==> src/rtl/addr_dec_pkg.sv <==
package addr_dec_pkg;
    typedef enum logic [1:0] {
        PH_IDLE,
        PH_ADDR,
        PH_DATA
    } phase_t;

    typedef enum logic [2:0] {
        TGT_NONE,
        TGT_SRAM,
        TGT_XMEM,
        TGT_STAT,
        TGT_PROT,
        TGT_MASK,
        TGT_UART,
        TGT_IO
    } target_t;
endpackage

==> src/rtl/bus_phase_fsm.sv <==
module bus_phase_fsm
    import addr_dec_pkg::*;
(
    input  logic clk,
    input  logic rst_n,
    input  logic phi2,
    output logic capture_en,
    output logic in_data
);
    phase_t state_q, state_d;

    always_ff @(posedge clk) begin
        if (!rst_n) state_q <= PH_IDLE;
        else        state_q <= state_d;
    end

    always_comb begin
        state_d = state_q;
        unique case (state_q)
            PH_IDLE: if (!phi2) state_d = PH_ADDR;   // idle_to_addr
            PH_ADDR: if (phi2)  state_d = PH_DATA;   // addr_to_data
            PH_DATA: if (!phi2) state_d = PH_ADDR;   // data_to_addr
            default:            state_d = PH_IDLE;
        endcase
    end

    always_comb begin
        capture_en = !phi2;
        in_data    = (state_q == PH_DATA);
    end
endmodule

==> src/rtl/bank_latch.sv <==
module bank_latch #(
    parameter int BANK_W = 8
) (
    input  logic              clk,
    input  logic              rst_n,
    input  logic              capture_en,
    input  logic [BANK_W-1:0] d,
    output logic [BANK_W-1:0] q
);
    always_ff @(posedge clk) begin
        if (!rst_n)          q <= '0;
        else if (capture_en) q <= d;
    end
endmodule

==> src/rtl/addr_map_decode.sv <==
module addr_map_decode
    import addr_dec_pkg::*;
#(
    parameter int BANK_W   = 8,
    parameter int ADDR_W   = 16,
    parameter int SLOT_W   = 5,
    parameter int N_IO     = 4,
    parameter int IO_IDX_W = $clog2(N_IO),
    parameter logic [BANK_W+ADDR_W-1:0] SRAM_TOP  = 24'h07FFFF,
    parameter logic [BANK_W+ADDR_W-1:0] XMEM_BASE = 24'h080000,
    parameter logic [BANK_W+ADDR_W-1:0] XMEM_SIZE = 24'h400000,
    parameter logic [ADDR_W-9:0]        IO_PAGE   = 8'h02
) (
    input  logic [BANK_W-1:0]   bank,
    input  logic [ADDR_W-1:0]   addr,
    input  logic                sram_fitted,
    output target_t             tgt,
    output logic [IO_IDX_W-1:0] io_idx
);
    localparam int FULL_W     = BANK_W + ADDR_W;
    localparam int SLOT_IDX_W = 8 - SLOT_W;
    localparam int FIRST_IO   = 4;
    localparam logic [FULL_W-1:0] XMEM_TOP = XMEM_BASE + XMEM_SIZE - FULL_W'(1);
    localparam logic [FULL_W-1:0] ALT_TOP  = XMEM_SIZE - FULL_W'(1);

    logic [FULL_W-1:0]     full;
    logic                  page_hit;
    logic [SLOT_IDX_W-1:0] slot;
    logic [SLOT_IDX_W-1:0] io_off;

    always_comb begin
        full     = {bank, addr};
        page_hit = (bank == '0) && (addr[ADDR_W-1:8] == IO_PAGE);
        slot     = addr[7:SLOT_W];
        io_off   = slot - SLOT_IDX_W'(FIRST_IO);
        tgt      = TGT_NONE;
        io_idx   = '0;
        if (page_hit) begin
            unique case (slot)
                SLOT_IDX_W'(0): tgt = TGT_STAT;
                SLOT_IDX_W'(1): tgt = TGT_PROT;
                SLOT_IDX_W'(2): tgt = TGT_MASK;
                SLOT_IDX_W'(3): tgt = TGT_UART;
                default: begin
                    if (32'(io_off) < N_IO) begin
                        tgt    = TGT_IO;
                        io_idx = IO_IDX_W'(io_off);
                    end
                end
            endcase
        end else if (sram_fitted) begin
            if (full <= SRAM_TOP)
                tgt = TGT_SRAM;
            else if (full >= XMEM_BASE && full <= XMEM_TOP)
                tgt = TGT_XMEM;
        end else if (full <= ALT_TOP) begin
            tgt = TGT_XMEM;
        end
    end
endmodule

==> src/rtl/addr_select_drive.sv <==
module addr_select_drive
    import addr_dec_pkg::*;
#(
    parameter int N_IO     = 4,
    parameter int IO_IDX_W = $clog2(N_IO)
) (
    input  logic                active,
    input  target_t             tgt,
    input  logic [IO_IDX_W-1:0] io_idx,
    output logic                sram_cs_n,
    output logic                xmem_cs_n,
    output logic                uart_cs_n,
    output logic [2:0]          reg_sel_n,
    output logic [N_IO-1:0]     io_sel_n,
    output logic                exp_buf_en_n
);
    always_comb begin
        sram_cs_n    = !(active && tgt == TGT_SRAM);
        xmem_cs_n    = !(active && tgt == TGT_XMEM);
        uart_cs_n    = !(active && tgt == TGT_UART);
        reg_sel_n[0] = !(active && tgt == TGT_STAT);
        reg_sel_n[1] = !(active && tgt == TGT_PROT);
        reg_sel_n[2] = !(active && tgt == TGT_MASK);
        exp_buf_en_n = !(active && (tgt == TGT_XMEM || tgt == TGT_IO));
    end

    for (genvar g = 0; g < N_IO; g++) begin : g_io
        assign io_sel_n[g] = !(active && tgt == TGT_IO && io_idx == IO_IDX_W'(g));
    end
endmodule

==> src/rtl/addr_decoder.sv <==
module addr_decoder
    import addr_dec_pkg::*;
#(
    parameter int BANK_W = 8,
    parameter int ADDR_W = 16,
    parameter int SLOT_W = 5,
    parameter int N_IO   = 4
) (
    input  logic              clk,
    input  logic              rst_n,
    input  logic              phi2,
    input  logic              rw,
    input  logic              sram_fitted,
    input  logic [BANK_W-1:0] data_in,
    input  logic [ADDR_W-1:0] addr,
    output logic              sram_cs_n,
    output logic              xmem_cs_n,
    output logic              uart_cs_n,
    output logic [2:0]        reg_sel_n,
    output logic [N_IO-1:0]   io_sel_n,
    output logic [SLOT_W-1:0] io_addr,
    output logic              exp_buf_en_n,
    output logic              exp_buf_dir
);
    localparam int IO_IDX_W = $clog2(N_IO);

    logic                capture_en;
    logic                in_data;
    logic [BANK_W-1:0]   bank_q;
    target_t             tgt;
    logic [IO_IDX_W-1:0] io_idx;

    bus_phase_fsm u_fsm (
        .clk        (clk),
        .rst_n      (rst_n),
        .phi2       (phi2),
        .capture_en (capture_en),
        .in_data    (in_data)
    );

    bank_latch #(.BANK_W(BANK_W)) u_bank (
        .clk        (clk),
        .rst_n      (rst_n),
        .capture_en (capture_en),
        .d          (data_in),
        .q          (bank_q)
    );

    addr_map_decode #(
        .BANK_W (BANK_W),
        .ADDR_W (ADDR_W),
        .SLOT_W (SLOT_W),
        .N_IO   (N_IO)
    ) u_map (
        .bank        (bank_q),
        .addr        (addr),
        .sram_fitted (sram_fitted),
        .tgt         (tgt),
        .io_idx      (io_idx)
    );

    addr_select_drive #(.N_IO(N_IO)) u_drv (
        .active       (in_data && phi2 && rst_n),
        .tgt          (tgt),
        .io_idx       (io_idx),
        .sram_cs_n    (sram_cs_n),
        .xmem_cs_n    (xmem_cs_n),
        .uart_cs_n    (uart_cs_n),
        .reg_sel_n    (reg_sel_n),
        .io_sel_n     (io_sel_n),
        .exp_buf_en_n (exp_buf_en_n)
    );

    assign io_addr     = addr[SLOT_W-1:0];
    assign exp_buf_dir = rw;
endmodule

==> config.mk <==
export PLATFORM = sky130hd
export DESIGN_NAME = addr_decoder
export DESIGN_NICKNAME = d
export VERILOG_FILES = /design/src/rtl/addr_dec_pkg.sv /design/src/rtl/bus_phase_fsm.sv /design/src/rtl/bank_latch.sv /design/src/rtl/addr_map_decode.sv /design/src/rtl/addr_select_drive.sv /design/src/rtl/addr_decoder.sv
export SDC_FILE = /design/constraint.sdc
export NUM_CORES = 1
export LEC_CHECK = 0
export ABC_AREA = 1
export BUFFER_PORTS_ARGS = -buffer_cell sky130_fd_sc_hd__buf_2
export CAP_MARGIN = 20
export CORE_UTILIZATION = 44
export CTS_CLUSTER_DIAMETER = 30
export DETAILED_ROUTE_END_ITERATION = 6
export GPL_TIMING_DRIVEN = 0
export PLACE_DENSITY = 0.94
export SLEW_MARGIN = 15
export SYNTH_ARGS = -nofsm -noshare
export SYNTH_HDL_FRONTEND = slang
export SYNTH_SLANG_ARGS = --single-unit
==> constraint.sdc <==
create_clock -name clk -period 2.4 [get_ports clk]
set_input_delay 0.36 -clock clk [delete_from_list [all_inputs] [get_ports clk]]
set_output_delay 0.36 -clock clk [all_outputs]
set_load 0.1 [all_outputs]
==> run_results.csv, run 1 <==
group,metric,value,unit
worst_setup_path,worst_setup_path_end_kind,"primary output",
worst_setup_path,crit-reg2reg-capture,"u_fsm.state_q[1]",
yosys,synth_top_cells_by_area,"dfxtp_1 29%, nor2_1 15%, nand2_1 9.2%",
route,routed_wl,1.55,mm
sta,fin_ws,0.198,ns
clock_tree,clkLatencyLatePin,0.26,ns
clock_tree,cts_made_buffers,3,
worst_setup_path,crit_type,"reg -> out",
route,vias,815,
placed_design,dp_hpwl,1.28,mm
yosys,postSynthNetCount,139,
min_path,hold_class,"in -> reg",
route,wl_per_cell,9.18,µm
sta,fmax,454,MHz
floorplanning,num_io_pins,46,
clock_tree,cts_tree,"built",
yosys,synth_warnings,0,
floorplanning,core_region_area,1490,µm²
floorplanning,dieArea,1750,µm²
clock_tree,cts_resized,0,
floorplanning,initial_core_util,46.8,%
status,status,"complete, no violations",
flow_run,max_cap_violations,0,
worst_setup_path,worstSetupEndpoint,"reg_sel_n[1]",
power_and_ir_drop,leakage,0.469,nW
worst_setup_path,worstPathArrival,1.84,ns
layout,seq_area,200,µm²
power_and_ir_drop,ir_drop,392,µV
layout,areaGrowthSynthToFinish,36.4,%
yosys,netlist_instances,110,
worst_setup_path,critPathLaunchType,"flip-flop",
sta,min_period_over_period,91.8,%
worst_setup_path,crit_start,"u_bank.q[4]",
worst_setup_path,r2r-start,"u_fsm.state_q[1]",
power_and_ir_drop,p_per_area,485,nW/µm²
sta,clock_skew,0.0000373,ns
route,antenna_left,0,
route,routed_via_density,4.82,
global_routing,grt_pass1_wl,2.66,mm
global_routing,gr-usage-all-layers,19.3,%
global_routing,first_global_vias,715,
yosys,avgSynthCellArea,6.34,µm²
placed_design,port_buffers,39,
yosys,ys_types,19,
clock_tree,cts-htree-levels,1,
yosys,synth_top_area_cell,"dfxtp_1",
sta,hold_violations,0,
worst_setup_path,r2r_slack,1.56,ns
sta,tightest_slew,0.491,ns
sta,fin_tns_setup,0,ns
sta,finalSetupViolCount,0,
sta,period_needed,2.20,ns
global_routing,grt_max_degree,11,
placed_design,preCtsSetupSlack,0.359,ns
global_routing,antenna_found_initial,0,
layout,fin_nets,183,
sta,slew_violations,0,
layout,multiInputGateArea,398,µm²
clock_tree,cts_root_buf,"clkbuf_4",
floorplanning,die_w,41.8,µm
route,drt_iter0_drc,14,
placed_design,routabilityCongestion,0.712,
clock_tree,clk_pin_slew_worst_paths,0.07,ns
yosys,synthDominantCellAreaShare,28.7,%
layout,nFillCells,146,
sta,rsz0062_at_grt,"false",
layout,layout-drive-gt1-share,39.2,%
yosys,ys_seq_elements,10,
yosys,ys_seq_area_share,28.7,%
floorplanning,die_h,41.8,µm
sta,slew_headroom,67.5,%
clock_tree,hold_buffers,0,
floorplanning,std_cell_rows,14,
yosys,synth_area,697,µm²
clock_tree,cts_sinks,10,
worst_setup_path,critPathMaxFanout,5,
worst_setup_path,reg2reg_depth,3,
clock_tree,cts_setup_buffers,0,
worst_setup_path,required,2.04,ns
layout,antenna_cells,0,
route,route.detailed.drc,0,
clock_tree,cts.path.max_buffers,2,
route,first_pass_iters,4,
global_routing,gr-total-overflow,0,
-- cell families (layout without fill, tap and decap cells) --
family / Yosys count / after routing / share of synthesized area, %
buffers and inverters: 21 / 64 / 14.5
flip-flops: 10 / 10 / 28.7
AND/OR/NAND/NOR: 65 / 65 / 46.3
AO/OA/AOI/OAI: 14 / 14 / 10.4
-- worst max-delay path: stages (launching register included) --
cell	delay, ns
dfxtp_1	0.32
nor2_2	0.15
nand2_2	0.08
nor2_4	0.14
nand2_4	0.09
nand2_1	0.10
and2_4	0.17
nor2_2	0.04
nand2_1	0.06
buf_2	0.41
-- flip-flops by register name, summed over array words and instances (netlist names) --
| name | flops |
|---|---|
| u_fsm.state_q | 2 |
| u_bank.q | 8 |
-- placed cells by master (no fill, tap or decap), drive strengths merged, types with 2 or more instances in the layout --
cell	n
nor2	33
buf	45
nand4	4
a21oi	2
dfxtp	10
o21ai	11
inv	14
nand3	6
clkbuf	5
nand2	19
-- how the worst min path moves through the flow --
stage | endpoint | cells after the start | start
after detailed placement | u_fsm.state_q[1] | 2 | u_fsm.state_q[1]
after CTS | u_bank.q[4] | 3 | data_in[4]
after floorplan | u_fsm.state_q[1] | 2 | u_fsm.state_q[1]
after global placement | u_fsm.state_q[1] | 2 | u_fsm.state_q[1]
final | u_bank.q[4] | 3 | data_in[4]
after global routing | u_bank.q[4] | 3 | data_in[4]
-- report_power, final --
part / internal, mW / switching, mW / leakage (nW)
sequential: 0.177 / 0.00567 / 0.0830
clock: 0.0921 / 0.0585 / 0.0210
combinational: 0.0408 / 0.0872 / 0.365
total: 0.310 / 0.151 / 0.469
-- final cells by class --
cell class	instances	share of cell area [%]
Clock buffer	4	3.82
Multi-Input combinational cell	79	41.8
Inverter	14	5.53
Buffer	7	5.13
Tap cell	16	2.11
Timing Repair Buffer	39	20.5
Sequential cell	10	21.1
-- cells in the mapped netlist --
| master | number |
|---|---|
| nand3b_1 | 1 |
| nor2_4 | 4 |
| nor4_1 | 1 |
| a21oi_1 | 2 |
| nand4_1 | 4 |
| clkbuf_1 | 1 |
| dfxtp_1 | 10 |
| and2_4 | 1 |
| nand2_1 | 17 |
| nand2_2 | 1 |
| nor2_1 | 27 |
| a211oi_1 | 1 |
| o21ai_0 | 11 |
| nand3_1 | 5 |
| buf_4 | 6 |
| inv_1 | 14 |
| nand2_4 | 1 |
| nand3_2 | 1 |
| nor2_2 | 2 |
-- layer usage --
layer / share of wire, % / vias up / track usage, %
li1: - / 429 / -
met1: 40 / 345 / 20.2
met2: 50 / 34 / 34.7
met3: 7.2 / 7 / 3.48
met4: 3.3 / 0 / 12.9
met5: 0 / - / 0
-- through the flow --
step | cell area, µm² | hold slack (ns) | utilization, % | std cells | power [mW]
floorplan | 699 | 0.448 | - | 110 | 0.281
global placement | 915 | 0.457 | 61.4 | 165 | 0.310
detailed placement | 915 | 0.471 | 61.4 | 165 | 0.314
CTS | 951 | 0.319 | 63.9 | 169 | 0.465
global route | 951 | 0.338 | 63.9 | 169 | 0.481
finish | 951 | 0.319 | 63.9 | 169 | 0.461
(Power assumes the default switching activity.)
==> run 2: changes to the inputs <==
Settings changed: CELL_PAD_IN_SITES_DETAIL_PLACEMENT from default to 1, CELL_PAD_IN_SITES_GLOBAL_PLACEMENT from default to 1, CORE_UTILIZATION 44 to 28.
==> run_results.csv, run 2 (synthesized netlist as in run 1, its figures left out) <==
group,metric,value,unit
clock_tree,cts_sinks,10,
layout,antenna_cells,0,
sta,rsz0062_at_grt,"false",
clock_tree,cts_root_buf,"clkbuf_4",
global_routing,grt_pass1_wl,3.21,mm
route,wl_met2,934,µm
sta,hold_violations,0,
route,wl_per_cell,10.2,µm
floorplanning,core_region_area,2280,µm²
worst_setup_path,critPathLaunchType,"flip-flop",
sta,fmax,449,MHz
sta,fin_tns_setup,0,ns
clock_tree,cts_setup_buffers,0,
layout,fin_nets,183,
floorplanning,num_io_pins,46,
global_routing,first_global_vias,824,
route,first_pass_iters,3,
power_and_ir_drop,leakage,0.462,nW
power_and_ir_drop,p_clk_share,25.7,%
floorplanning,initial_core_util,30.6,%
floorplanning,die_h,51.9,µm
power_and_ir_drop,p_int,0.275,mW
worst_setup_path,r2r-start,"u_fsm.state_q[1]",
worst_setup_path,crit_type,"reg -> out",
layout,nFillCells,319,
route,highest_layer,"met4",
clock_tree,clk_pin_slew_worst_paths,0.06,ns
sta,period_needed,2.23,ns
floorplanning,die_w,51.9,µm
route,drt-met1-wl,715,µm
layout,largest_register_ffs,8,
worst_setup_path,crit_start,"u_bank.q[4]",
route,routed_via_density,4.63,
power_and_ir_drop,power_frac_comb,30.8,%
clock_tree,clkLatencyLatePin,0.25,ns
layout,regMostFlops,"u_bank.q",
route,wl_met3,167,µm
sta,hold_slack,0.341,ns
global_routing,antenna_found_initial,0,
layout,layout_common_cells,"39 x buf_2, 26 x nor2_1, 17 x nand2_1, 14 x inv_1, 11 x o21ai_0",
route,route.detailed.drc,0,
layout,final_common_cell,"buf_2",
worst_setup_path,worstPathArrival,1.87,ns
sta,finalSetupViolCount,0,
global_routing,gr-total-overflow,0,
power_and_ir_drop,ir_drop,312,µV
worst_setup_path,crit-reg2reg-capture,"u_fsm.state_q[1]",
global_routing,gr-usage-all-layers,15.5,%
power_and_ir_drop,p_sw,0.146,mW
route,vias,834,
clock_tree,hold_buffers,0,
placed_design,preCtsSetupSlack,0.307,ns
power_and_ir_drop,switching_share,34.6,%
clock_tree,cts_resized,0,
power_and_ir_drop,p_per_area,442,nW/µm²
sta,tightest_slew,0.490,ns
route,routed_wl,1.83,mm
sta,slew_violations,0,
clock_tree,cts.path.max_buffers,2,
worst_setup_path,worst_setup_path_end_kind,"primary output",
route,antenna_left,0,
worst_setup_path,r2r_slack,1.55,ns
worst_setup_path,critPathMaxFanout,5,
layout,layout-drive-gt1-share,38.8,%
layout,areaGrowthSynthToFinish,36.6,%
power_and_ir_drop,seqPwrFrac,43.5,%
flow_run,max_cap_violations,0,
floorplanning,std_cell_rows,17,
sta,slew_headroom,67.5,%
min_path,hold_class,"in -> reg",
sta,min_period_over_period,92.8,%
worst_setup_path,worstSetupEndpoint,"reg_sel_n[1]",
clock_tree,cts-htree-levels,1,
sta,fin_ws,0.172,ns
route,drt_iter0_drc,9,
global_routing,grt_max_degree,11,
layout,final_util,41.8,%
placed_design,dp_hpwl,1.60,mm
floorplanning,dieArea,2690,µm²
worst_setup_path,reg2reg_depth,3,
placed_design,port_buffers,39,
clock_tree,cts_tree,"built",
sta,clock_skew,0.0000589,ns
power_and_ir_drop,power.total,0.421,mW
worst_setup_path,required,2.04,ns
layout,largest_registers,"u_bank.q: 8 flops, u_fsm.state_q: 2 flops",
placed_design,routabilityCongestion,0.742,
status,status,"complete, no violations",
clock_tree,cts_made_buffers,3,
run 2: power groups by stage:
| stage | logic, mW | clock network [mW] | registers (mW) |
|---|---|---|---|
| 3_5_place_dp | 0.131 | 0 | 0.187 |
| 4_1_cts | 0.131 | 0.114 | 0.183 |
| 5_1_grt | 0.143 | 0.121 | 0.184 |
| 3_3_place_gp | 0.126 | 0 | 0.186 |
| 6_report | 0.130 | 0.108 | 0.183 |
| 2_1_floorplan | 0.0955 | 0 | 0.185 |
run 2: worst min path at each step:
stage / startpoint / end / slack (ns) / cells after the start
floorplan: u_fsm.state_q[1] / u_fsm.state_q[1] / 0.45 / 2
global placement: u_fsm.state_q[1] / u_fsm.state_q[1] / 0.46 / 2
detailed placement: u_bank.q[2] / u_bank.q[2] / 0.49 / 2
CTS: data_in[0] / u_bank.q[0] / 0.34 / 3
global route: data_in[6] / u_bank.q[6] / 0.36 / 3
finish: data_in[0] / u_bank.q[0] / 0.34 / 3
run 2: routing by layer:
metal	track usage (%)	up-vias
met4	5.41	0
met2	31.0	42
met3	1.17	2
li1	-	428
met5	0	-
met1	16.4	362
run 2: stage by stage:
| step | cell area, µm² | instances |
|---|---|---|
| finish | 952 | 180 |
| global route | 952 | 180 |
| CTS | 952 | 180 |
| detailed placement | 930 | 177 |
| global placement | 930 | 177 |
| floorplan | 699 | 110 |
run 2: critical path: stages (launching register included):
cell     delay, ns
dfxtp_1       0.32
nor2_2        0.17
nand2_2       0.09
nor2_4        0.14
nand2_4       0.09
nor2_4        0.12
inv_1         0.08
nand2_1       0.09
inv_1         0.04
nand2_1       0.05
buf_2         0.41
run 2: layout make-up:
class                      count  area [µm²]  share of cell area, %
buffer                         7        48.8                   5.12
timing repair buffer          39         195                   20.5
sequential                    10         200                   21.0
clock buffer                   3        22.5                   2.37
multi-input combinational     79         398                   41.8
inverter                      14        52.6                   5.52
tap                           28        35.0                   3.68
